$ cat src/rtl/tmr_pkg.sv
`timescale 1ns/1ps
package tmr_pkg;
    localparam int CNT_W  = 16;
    localparam int PSC_W  = 8;
    localparam int HALF_W = CNT_W / 2;

    typedef enum logic [1:0] {
        MODE_SPLIT8 = 2'd0,
        MODE_WIDE16 = 2'd1,
        MODE_CAPT   = 2'd2,
        MODE_RSVD   = 2'd3
    } tmode_e;

    // control word: [4] pin B falling, [3] pin A falling, [2] run, [1:0] mode
    typedef struct packed {
        logic   capb_fall;
        logic   capa_fall;
        logic   run;
        tmode_e mode;
    } ctrl_t;

    localparam logic [2:0] OFF_CTRL = 3'd0;
    localparam logic [2:0] OFF_PSC  = 3'd1;
    localparam logic [2:0] OFF_DUTY = 3'd2;
    localparam logic [2:0] OFF_PER  = 3'd3;
    localparam logic [2:0] OFF_CNT  = 3'd4;
    localparam logic [2:0] OFF_CAPA = 3'd5;
    localparam logic [2:0] OFF_CAPB = 3'd6;
    localparam logic [2:0] OFF_FLAG = 3'd7;

    function automatic logic edge_hit(input logic prev, input logic cur, input logic fall);
        return fall ? (prev & ~cur) : (~prev & cur);
    endfunction
endpackage

$ cat src/rtl/tmr_prescale.sv
`timescale 1ns/1ps
module tmr_prescale #(
    parameter int PSC_W = 8
) (
    input  logic             clk,
    input  logic             rst,
    input  logic             en,
    input  logic [PSC_W-1:0] div,
    output logic             tick
);
    logic [PSC_W-1:0] pc;

    assign tick = en && (pc >= div);

    always_ff @(posedge clk) begin
        if (rst || !en)
            pc <= '0;
        else if (tick)
            pc <= '0;
        else
            pc <= pc + 1'b1;
    end

    // a nonzero divider never yields ticks on two neighbouring clocks
    assert_tick_spacing_R3: assert property (@(posedge clk) disable iff (rst)
        (tick && div != '0) |=> (!tick || div == '0));
endmodule

$ cat src/rtl/tmr_capture.sv
`timescale 1ns/1ps
module tmr_capture #(
    parameter int W = 16
) (
    input  logic         clk,
    input  logic         rst,
    input  logic         arm,
    input  logic         fall,
    input  logic         pin_in,
    input  logic [W-1:0] cnt,
    input  logic         clr,
    output logic [W-1:0] cap,
    output logic         flag
);
    import tmr_pkg::*;

    logic [2:0] sh;
    logic       hit;

    assign hit = arm && edge_hit(sh[2], sh[1], fall);

    always_ff @(posedge clk) begin
        if (rst) begin
            sh   <= '0;
            cap  <= '0;
            flag <= 1'b0;
        end else begin
            sh <= {sh[1:0], pin_in};
            if (hit)
                cap <= cnt;
            if (hit)
                flag <= 1'b1;
            else if (clr)
                flag <= 1'b0;
        end
    end

    assert_capture_value_R7: assert property (@(posedge clk) disable iff (rst)
        hit |=> (cap == $past(cnt)));

    assert_flag_sticky_R8: assert property (@(posedge clk) disable iff (rst)
        (flag && !clr) |=> flag);
endmodule

$ cat src/rtl/tmr_slice.sv
`timescale 1ns/1ps
module tmr_slice
    import tmr_pkg::*;
#(
    parameter int CW = CNT_W,
    parameter int PW = PSC_W
) (
    input  logic          clk,
    input  logic          rst,
    input  logic          wr_en,
    input  logic [2:0]    off,
    input  logic [CW-1:0] wdata,
    output logic [CW-1:0] rdata,
    input  logic [1:0]    cap_in,
    output logic [1:0]    pwm,
    output logic          irq
);
    localparam int HW = CW / 2;

    ctrl_t         ctrl;
    logic [PW-1:0] psc;
    logic [CW-1:0] duty_pend, per_pend, duty_act, per_act, cnt;
    logic [CW-1:0] cap_val [2];
    logic [1:0]    flag;
    logic          tick, run, mode_chg, cap_arm;
    logic          lo_wrap, hi_wrap, full_wrap, ld_lo, ld_hi;

    assign run      = ctrl.run;
    assign mode_chg = wr_en && off == OFF_CTRL && wdata[1:0] != ctrl.mode;
    assign cap_arm  = run && ctrl.mode == MODE_CAPT;

    tmr_prescale #(.PSC_W(PW)) u_psc (
        .clk(clk), .rst(rst), .en(run), .div(psc), .tick(tick)
    );

    // register writes
    always_ff @(posedge clk) begin
        if (rst) begin
            ctrl      <= '0;
            psc       <= '0;
            duty_pend <= '0;
            per_pend  <= '0;
        end else if (wr_en) begin
            case (off)
                OFF_CTRL: ctrl <= mode_chg ? ctrl_t'({wdata[4:3], 1'b0, wdata[1:0]})
                                           : ctrl_t'(wdata[4:0]);
                OFF_PSC:  psc       <= wdata[PW-1:0];
                OFF_DUTY: duty_pend <= wdata;
                OFF_PER:  per_pend  <= wdata;
                default: ;
            endcase
        end
    end

    // wrap detection and shadow reload
    assign lo_wrap   = cnt[HW-1:0] == per_act[HW-1:0];
    assign hi_wrap   = cnt[CW-1:HW] == per_act[CW-1:HW];
    assign full_wrap = cnt == per_act;
    assign ld_lo = !run || (tick && ((ctrl.mode == MODE_SPLIT8 && lo_wrap) ||
                                     (ctrl.mode == MODE_WIDE16 && full_wrap)));
    assign ld_hi = !run || (tick && ((ctrl.mode == MODE_SPLIT8 && hi_wrap) ||
                                     (ctrl.mode == MODE_WIDE16 && full_wrap)));

    always_ff @(posedge clk) begin
        if (rst) begin
            duty_act <= '0;
            per_act  <= '0;
        end else begin
            if (ld_lo) begin
                duty_act[HW-1:0] <= duty_pend[HW-1:0];
                per_act[HW-1:0]  <= per_pend[HW-1:0];
            end
            if (ld_hi) begin
                duty_act[CW-1:HW] <= duty_pend[CW-1:HW];
                per_act[CW-1:HW]  <= per_pend[CW-1:HW];
            end
        end
    end

    // counter
    always_ff @(posedge clk) begin
        if (rst || !run || mode_chg)
            cnt <= '0;
        else if (tick) begin
            case (ctrl.mode)
                MODE_SPLIT8: begin
                    cnt[HW-1:0]  <= lo_wrap ? '0 : cnt[HW-1:0] + 1'b1;
                    cnt[CW-1:HW] <= hi_wrap ? '0 : cnt[CW-1:HW] + 1'b1;
                end
                MODE_WIDE16: cnt <= full_wrap ? '0 : cnt + 1'b1;
                MODE_CAPT:   cnt <= cnt + 1'b1;
                default: ;
            endcase
        end
    end

    // registered PWM pins
    always_ff @(posedge clk) begin
        if (rst || !run)
            pwm <= 2'b00;
        else begin
            case (ctrl.mode)
                MODE_SPLIT8: pwm <= {cnt[CW-1:HW] < duty_act[CW-1:HW],
                                     cnt[HW-1:0] < duty_act[HW-1:0]};
                MODE_WIDE16: pwm <= {1'b0, cnt < duty_act};
                default:     pwm <= 2'b00;
            endcase
        end
    end

    for (genvar i = 0; i < 2; i++) begin : g_cap
        tmr_capture #(.W(CW)) u_cap (
            .clk(clk), .rst(rst), .arm(cap_arm),
            .fall(i == 0 ? ctrl.capa_fall : ctrl.capb_fall),
            .pin_in(cap_in[i]), .cnt(cnt),
            .clr(wr_en && off == OFF_FLAG && wdata[i]),
            .cap(cap_val[i]), .flag(flag[i])
        );
    end

    assign irq = |flag;

    always_comb begin
        case (off)
            OFF_CTRL: rdata = {{(CW-5){1'b0}}, ctrl};
            OFF_PSC:  rdata = {{(CW-PW){1'b0}}, psc};
            OFF_DUTY: rdata = duty_pend;
            OFF_PER:  rdata = per_pend;
            OFF_CNT:  rdata = cnt;
            OFF_CAPA: rdata = cap_val[0];
            OFF_CAPB: rdata = cap_val[1];
            default:  rdata = {{(CW-2){1'b0}}, flag};
        endcase
    end

    assert_mode_clear_R9: assert property (@(posedge clk) disable iff (rst)
        mode_chg |=> (!ctrl.run && cnt == '0));

    assert_shadow_hold_R6: assert property (@(posedge clk) disable iff (rst)
        (run && !tick) |=> ($stable(duty_act) && $stable(per_act)));

    assert_wide_bound_R4: assert property (@(posedge clk) disable iff (rst)
        (run && ctrl.mode == MODE_WIDE16) |-> (cnt <= per_act));
endmodule

$ cat src/rtl/tmr_array.sv
`timescale 1ns/1ps
module tmr_array
    import tmr_pkg::*;
#(
    parameter int NUM_SUB = 4,
    parameter int ADDR_W  = $clog2(NUM_SUB) + 3
) (
    input  logic                 clk,
    input  logic                 rst,
    input  logic                 wr_en,
    input  logic [ADDR_W-1:0]    addr,
    input  logic [CNT_W-1:0]     wdata,
    output logic [CNT_W-1:0]     rdata,
    input  logic [2*NUM_SUB-1:0] cap_in,
    output logic [2*NUM_SUB-1:0] pwm_out,
    output logic [NUM_SUB-1:0]   irq
);
    localparam int SEL_W = ADDR_W - 3;

    logic [SEL_W-1:0] sel;
    logic [CNT_W-1:0] rd_arr [NUM_SUB];

    assign sel = addr[ADDR_W-1:3];

    for (genvar s = 0; s < NUM_SUB; s++) begin : g_sub
        tmr_slice #(.CW(CNT_W), .PW(PSC_W)) u_slice (
            .clk(clk), .rst(rst),
            .wr_en(wr_en && sel == SEL_W'(s)),
            .off(addr[2:0]), .wdata(wdata), .rdata(rd_arr[s]),
            .cap_in(cap_in[2*s +: 2]), .pwm(pwm_out[2*s +: 2]), .irq(irq[s])
        );
    end

    assign rdata = rd_arr[sel];

    // right after reset the array is quiet
    assert_reset_quiet_R2: assert property (@(posedge clk)
        $fell(rst) |-> (pwm_out == '0 && irq == '0));
endmodule

$ cat config.mk
export PLATFORM = sky130hd
export DESIGN_NAME = tmr_array
export DESIGN_NICKNAME = d
export VERILOG_FILES = /design/src/rtl/tmr_pkg.sv /design/src/rtl/tmr_prescale.sv /design/src/rtl/tmr_capture.sv /design/src/rtl/tmr_slice.sv /design/src/rtl/tmr_array.sv
export SDC_FILE = /design/constraint.sdc
export NUM_CORES = 1
export LEC_CHECK = 0
export ABC_CLOCK_PERIOD_IN_PS = 2400
export BUFFER_PORTS_ARGS = -buffer_cell sky130_fd_sc_hd__buf_2
export CORE_UTILIZATION = 35
export DETAILED_ROUTE_END_ITERATION = 10
export PLACE_DENSITY_LB_ADDON = 0.08
export SYNTH_ARGS = -nofsm -noshare
export SYNTH_HDL_FRONTEND = slang
export SYNTH_SLANG_ARGS = --single-unit
$ cat constraint.sdc
create_clock -name clk -period 2.4 [get_ports clk]
set_input_delay 0.24 -clock clk [delete_from_list [all_inputs] [get_ports clk]]
set_output_delay 0.24 -clock clk [all_outputs]
set_load 0.05 [all_outputs]
==> impl_metrics.json <==
{
  "status": "finished with violations",
  "violations": "setup timing",
  "grt_pass1_vias": 24988,
  "power_density_nw_per_um2": 600,
  "async_flop_share": 0,
  "antenna_found_initial": 2,
  "worstHoldPathCells": 3,
  "finalHoldViolCount": 0,
  "synth_compound_area_frac": 0.139,
  "hp-start": "wdata[15]",
  "critPathKind": "register to output pin",
  "pwr-share-comb": 0.058,
  "rsz0062_at_grt": "yes",
  "cp_data_arrival_time_ns": 2.61,
  "place_area_um2": 32700,
  "drt_iter0_drc": 2145,
  "crit_required_ns": 2.16,
  "synth_enable_flop_cells": 0,
  "grt_use_total": 0.247,
  "hold_end": "g_sub[1].u_slice.per_pend[15]$_SDFFE_PP0P_",
  "crit_fanout": 5,
  "grt_pass1_wl_mm": 160,
  "cp-start-kind": "register",
  "endpoint_kind": "output pin",
  "skew_ns": 0.0226,
  "clkTransAtPathRegs_ns": 0.06,
  "synthSimpleGateAreaFrac": 0.184,
  "p_seq_frac": 0.438,
  "synth_area_leaders": "dfxtp_1, mux2i_1, nand2_1",
  "power_frac_clock": 0.504,
  "worstReg2RegStart": "g_sub[0].u_slice.psc[2]$_SDFFE_PP0P_",
  "grt_max_degree": 203,
  "drc_errors": 0,
  "timing.final.ws_setup_ns": -0.446,
  "synth_area_um2": 29000,
  "layout_min_cycle_time_ns": 2.85,
  "tns_ns": -3.76,
  "synth-adder-area-share": 0.0535,
  "synth_top_family_by_area": "simple AND/OR/NAND/NOR gates",
  "path_delay_family": "buffers and inverters",
  "ys_seq_elements": 572,
  "cellLeakagePower_nw": 14.0,
  "ys.flop_type": "dfxtp_1",
  "design_area_um2": 36400,
  "drive_above_1_share": 0.227,
  "clk_latency_ns": 0.62,
  "dpl.hpwl_mm": 75.9,
  "utilization": 0.443,
  "synthTopCellsByCount": "dfxtp_1, nand2_1, nor2_1, mux2i_1, a21oi_1",
  "power.total_w": 0.0218,
  "synthCells": 3366,
  "synth_xor_area_frac": 0.0318,
  "irDropWorstVdd_uv": 417,
  "htree_num_levels": 3,
  "coreArea_um2": 82100,
  "root_buffer": "clkbuf_16",
  "cp_cell_sequence": "buf_4 > a222oi_1 > buf_4 > mux4_2 > inv_2 > buf_12",
  "multiInputGateArea_um2": 16700,
  "seq_area_frac_synth": 0.395,
  "antenna_left": 0,
  "start_util": 0.353,
  "cts_tree": "yes",
  "yosysUniqueCellTypes": 86,
  "netSwitchingPower_w": 0.00526,
  "via_per_inst": 5.36,
  "worstMarginPinSlew_ns": 0.888,
  "synth.area.mux_share": 0.141,
  "die-area_um2": 84000,
  "die_h_um": 290,
  "antenna_cells": 0,
  "regArea_um2": 11500,
  "grt_overflow": 0,
  "numClockSinks": 572,
  "cpPeakStageDelay_ns": 0.65,
  "p_sw_frac": 0.241,
  "reg2reg_depth": 12,
  "slew_violations": 0,
  "drt_wl_total_mm": 106,
  "relSlewSlack": 0.408,
  "vias": 25531,
  "die_x_um": 290,
  "synth_nets": 3522,
  "r2r_slack_ns": -0.02,
  "synth.most_common_cell": "dfxtp_1",
  "internal_power_w": 0.0166,
  "synth_area_leader_cell": "dfxtp_1",
  "avgSynthCellArea_um2": 8.62,
  "num-fill-cells": 7912,
  "path_buf_inv": 4,
  "yosysWarnings": 0,
  "syn_to_final_growth_pct": 25.5,
  "synth_top_area_share": 0.395,
  "drv_cap": 0,
  "clock_path_buffers": 3,
  "worst_path_most_repeated_cell": "buf_4",
  "detail_route.wl_per_cell_um": 22.2,
  "cts_buffers": 69,
  "period_share": 1.19,
  "max_freq_ghz": 0.351,
  "slowest_stage": "a222oi_1",
  "min_path_type": "input port to register",
  "place_congestion": 0.886,
  "io_pins": 60,
  "nNetsFinal": 3797,
  "num_rows": 105,
  "setup-violations-final": 20,
  "port_buffers": 59,
  "r2r-end": "g_sub[0].u_slice.per_act[2]$_SDFFE_PP0P_",
  "dr.pass1.iters": 8
}
## kinds of logic after synthesis
group           after synthesis
flops                       572
buf+inv                     385
mux                         380
fa+ha+maj                   124
xor+xnor                    102
compound gates              626
simple gates               1177
## sequential cells by signal, summed over array words and instances, names as in the netlist
name / count
g_sub.u_slice.ctrl: 16
g_sub.u_slice.u_psc.pc: 32
g_sub.u_slice.run: 4
g_sub.u_slice.duty_pend: 64
g_sub.u_slice.per_pend: 64
g_sub.u_slice.duty_act: 64
g_sub.u_slice.g_cap.u_cap.sh: 24
g_sub.u_slice.cnt: 64
g_sub.u_slice.per_act: 64
g_sub.u_slice.g_cap.u_cap.cap: 128
g_sub.u_slice.pwm: 8
g_sub.u_slice.g_cap.u_cap.flag: 8
g_sub.u_slice.psc: 32
## timing repair
item	CTS	global route
cloned	1	1
hold buffers	13	0
setup endpoints to repair	97	165
pin swaps	41	54
hold endpoints to repair	12	0
resized for setup	142	101
setup buffers	26	15
## worst max path at each step
stage                                                          start        end  slack [ns]  cells past startpoint
after global placement                                       addr[0]   rdata[2]       -0.50                     10
after global routing            g_sub[3].u_slice.cnt[1]$_SDFFE_PP0P_   rdata[1]       -0.43                      9
after detailed placement                                     addr[0]   rdata[1]       -0.52                     11
after floorplan                                              addr[1]   rdata[4]        0.02                     10
after CTS                 g_sub[0].u_slice.duty_pend[8]$_SDFFE_PP0P_   rdata[8]       -0.41                      5
final                          g_sub[2].u_slice.cnt[14]$_SDFFE_PP0P_  rdata[14]       -0.45                      6
## placed cells by master (no fill, tap or decap), types with 22 or more instances in the layout
| master | n |
|---|---|
| mux2_2 | 28 |
| mux2i_1 | 315 |
| inv_1 | 133 |
| buf_4 | 327 |
| buf_12 | 44 |
| nor2_1 | 407 |
| dfxtp_2 | 51 |
| a222oi_1 | 31 |
| a21oi_1 | 263 |
| nand2b_1 | 74 |
| nor2b_1 | 47 |
| a21o_1 | 23 |
| dfxtp_1 | 513 |
| nand3_1 | 68 |
| nand2_1 | 421 |
| buf_2 | 39 |
| and3_1 | 22 |
| o21ai_0 | 70 |
| ha_1 | 118 |
| a22o_1 | 32 |
| clkbuf_16 | 71 |
| xor2_1 | 88 |
## worst min-delay path: cells and delay by family
| kind | cells | cell delay (ns) |
|---|---|---|
| AND/OR/NAND/NOR | 1 | 0.10 |
| buffers and inverters | 1 | 0.22 |
| AO/OA/AOI/OAI | 1 | 0.05 |
## routing by layer
metal | track usage | up-vias | part of all wire
met5 | 0 | - | 0.00012
met4 | 0.0815 | 2 | 0.032
met3 | 0.0280 | 158 | 0.050
met2 | 0.383 | 763 | 0.44
met1 | 0.356 | 12440 | 0.48
li1 | - | 12168 | -
## power by group through the flow
stage	registers (W)	logic [W]	clock network (W)
global route	0.00957	0.00131	0.0117
detailed placement	0.00979	0.00117	0
floorplan	0.00977	0.000591	0
CTS	0.00957	0.00123	0.0113
global placement	0.00979	0.00117	0
finish	0.00957	0.00126	0.0110
## metrics by stage
stage	worst slack (ns)	hold WS, ns	cells
finish	-0.446	0.0484	4765
global route	-0.426	0.0490	4765
CTS	-0.411	0.0237	4753
detailed placement	-0.516	0.422	4593
global placement	-0.502	0.427	4593
floorplan	0.0234	0.368	3366
## layout make-up
class,instances,area share
flip-flops and latches,572,0.317
clock inverters,30,0.00997
repair buffers,441,0.107
multi-input cells,2409,0.459
clock buffers,95,0.0551
well taps,1070,0.0368
inverters,148,0.0153
Power figures use the tool's default switching activity.
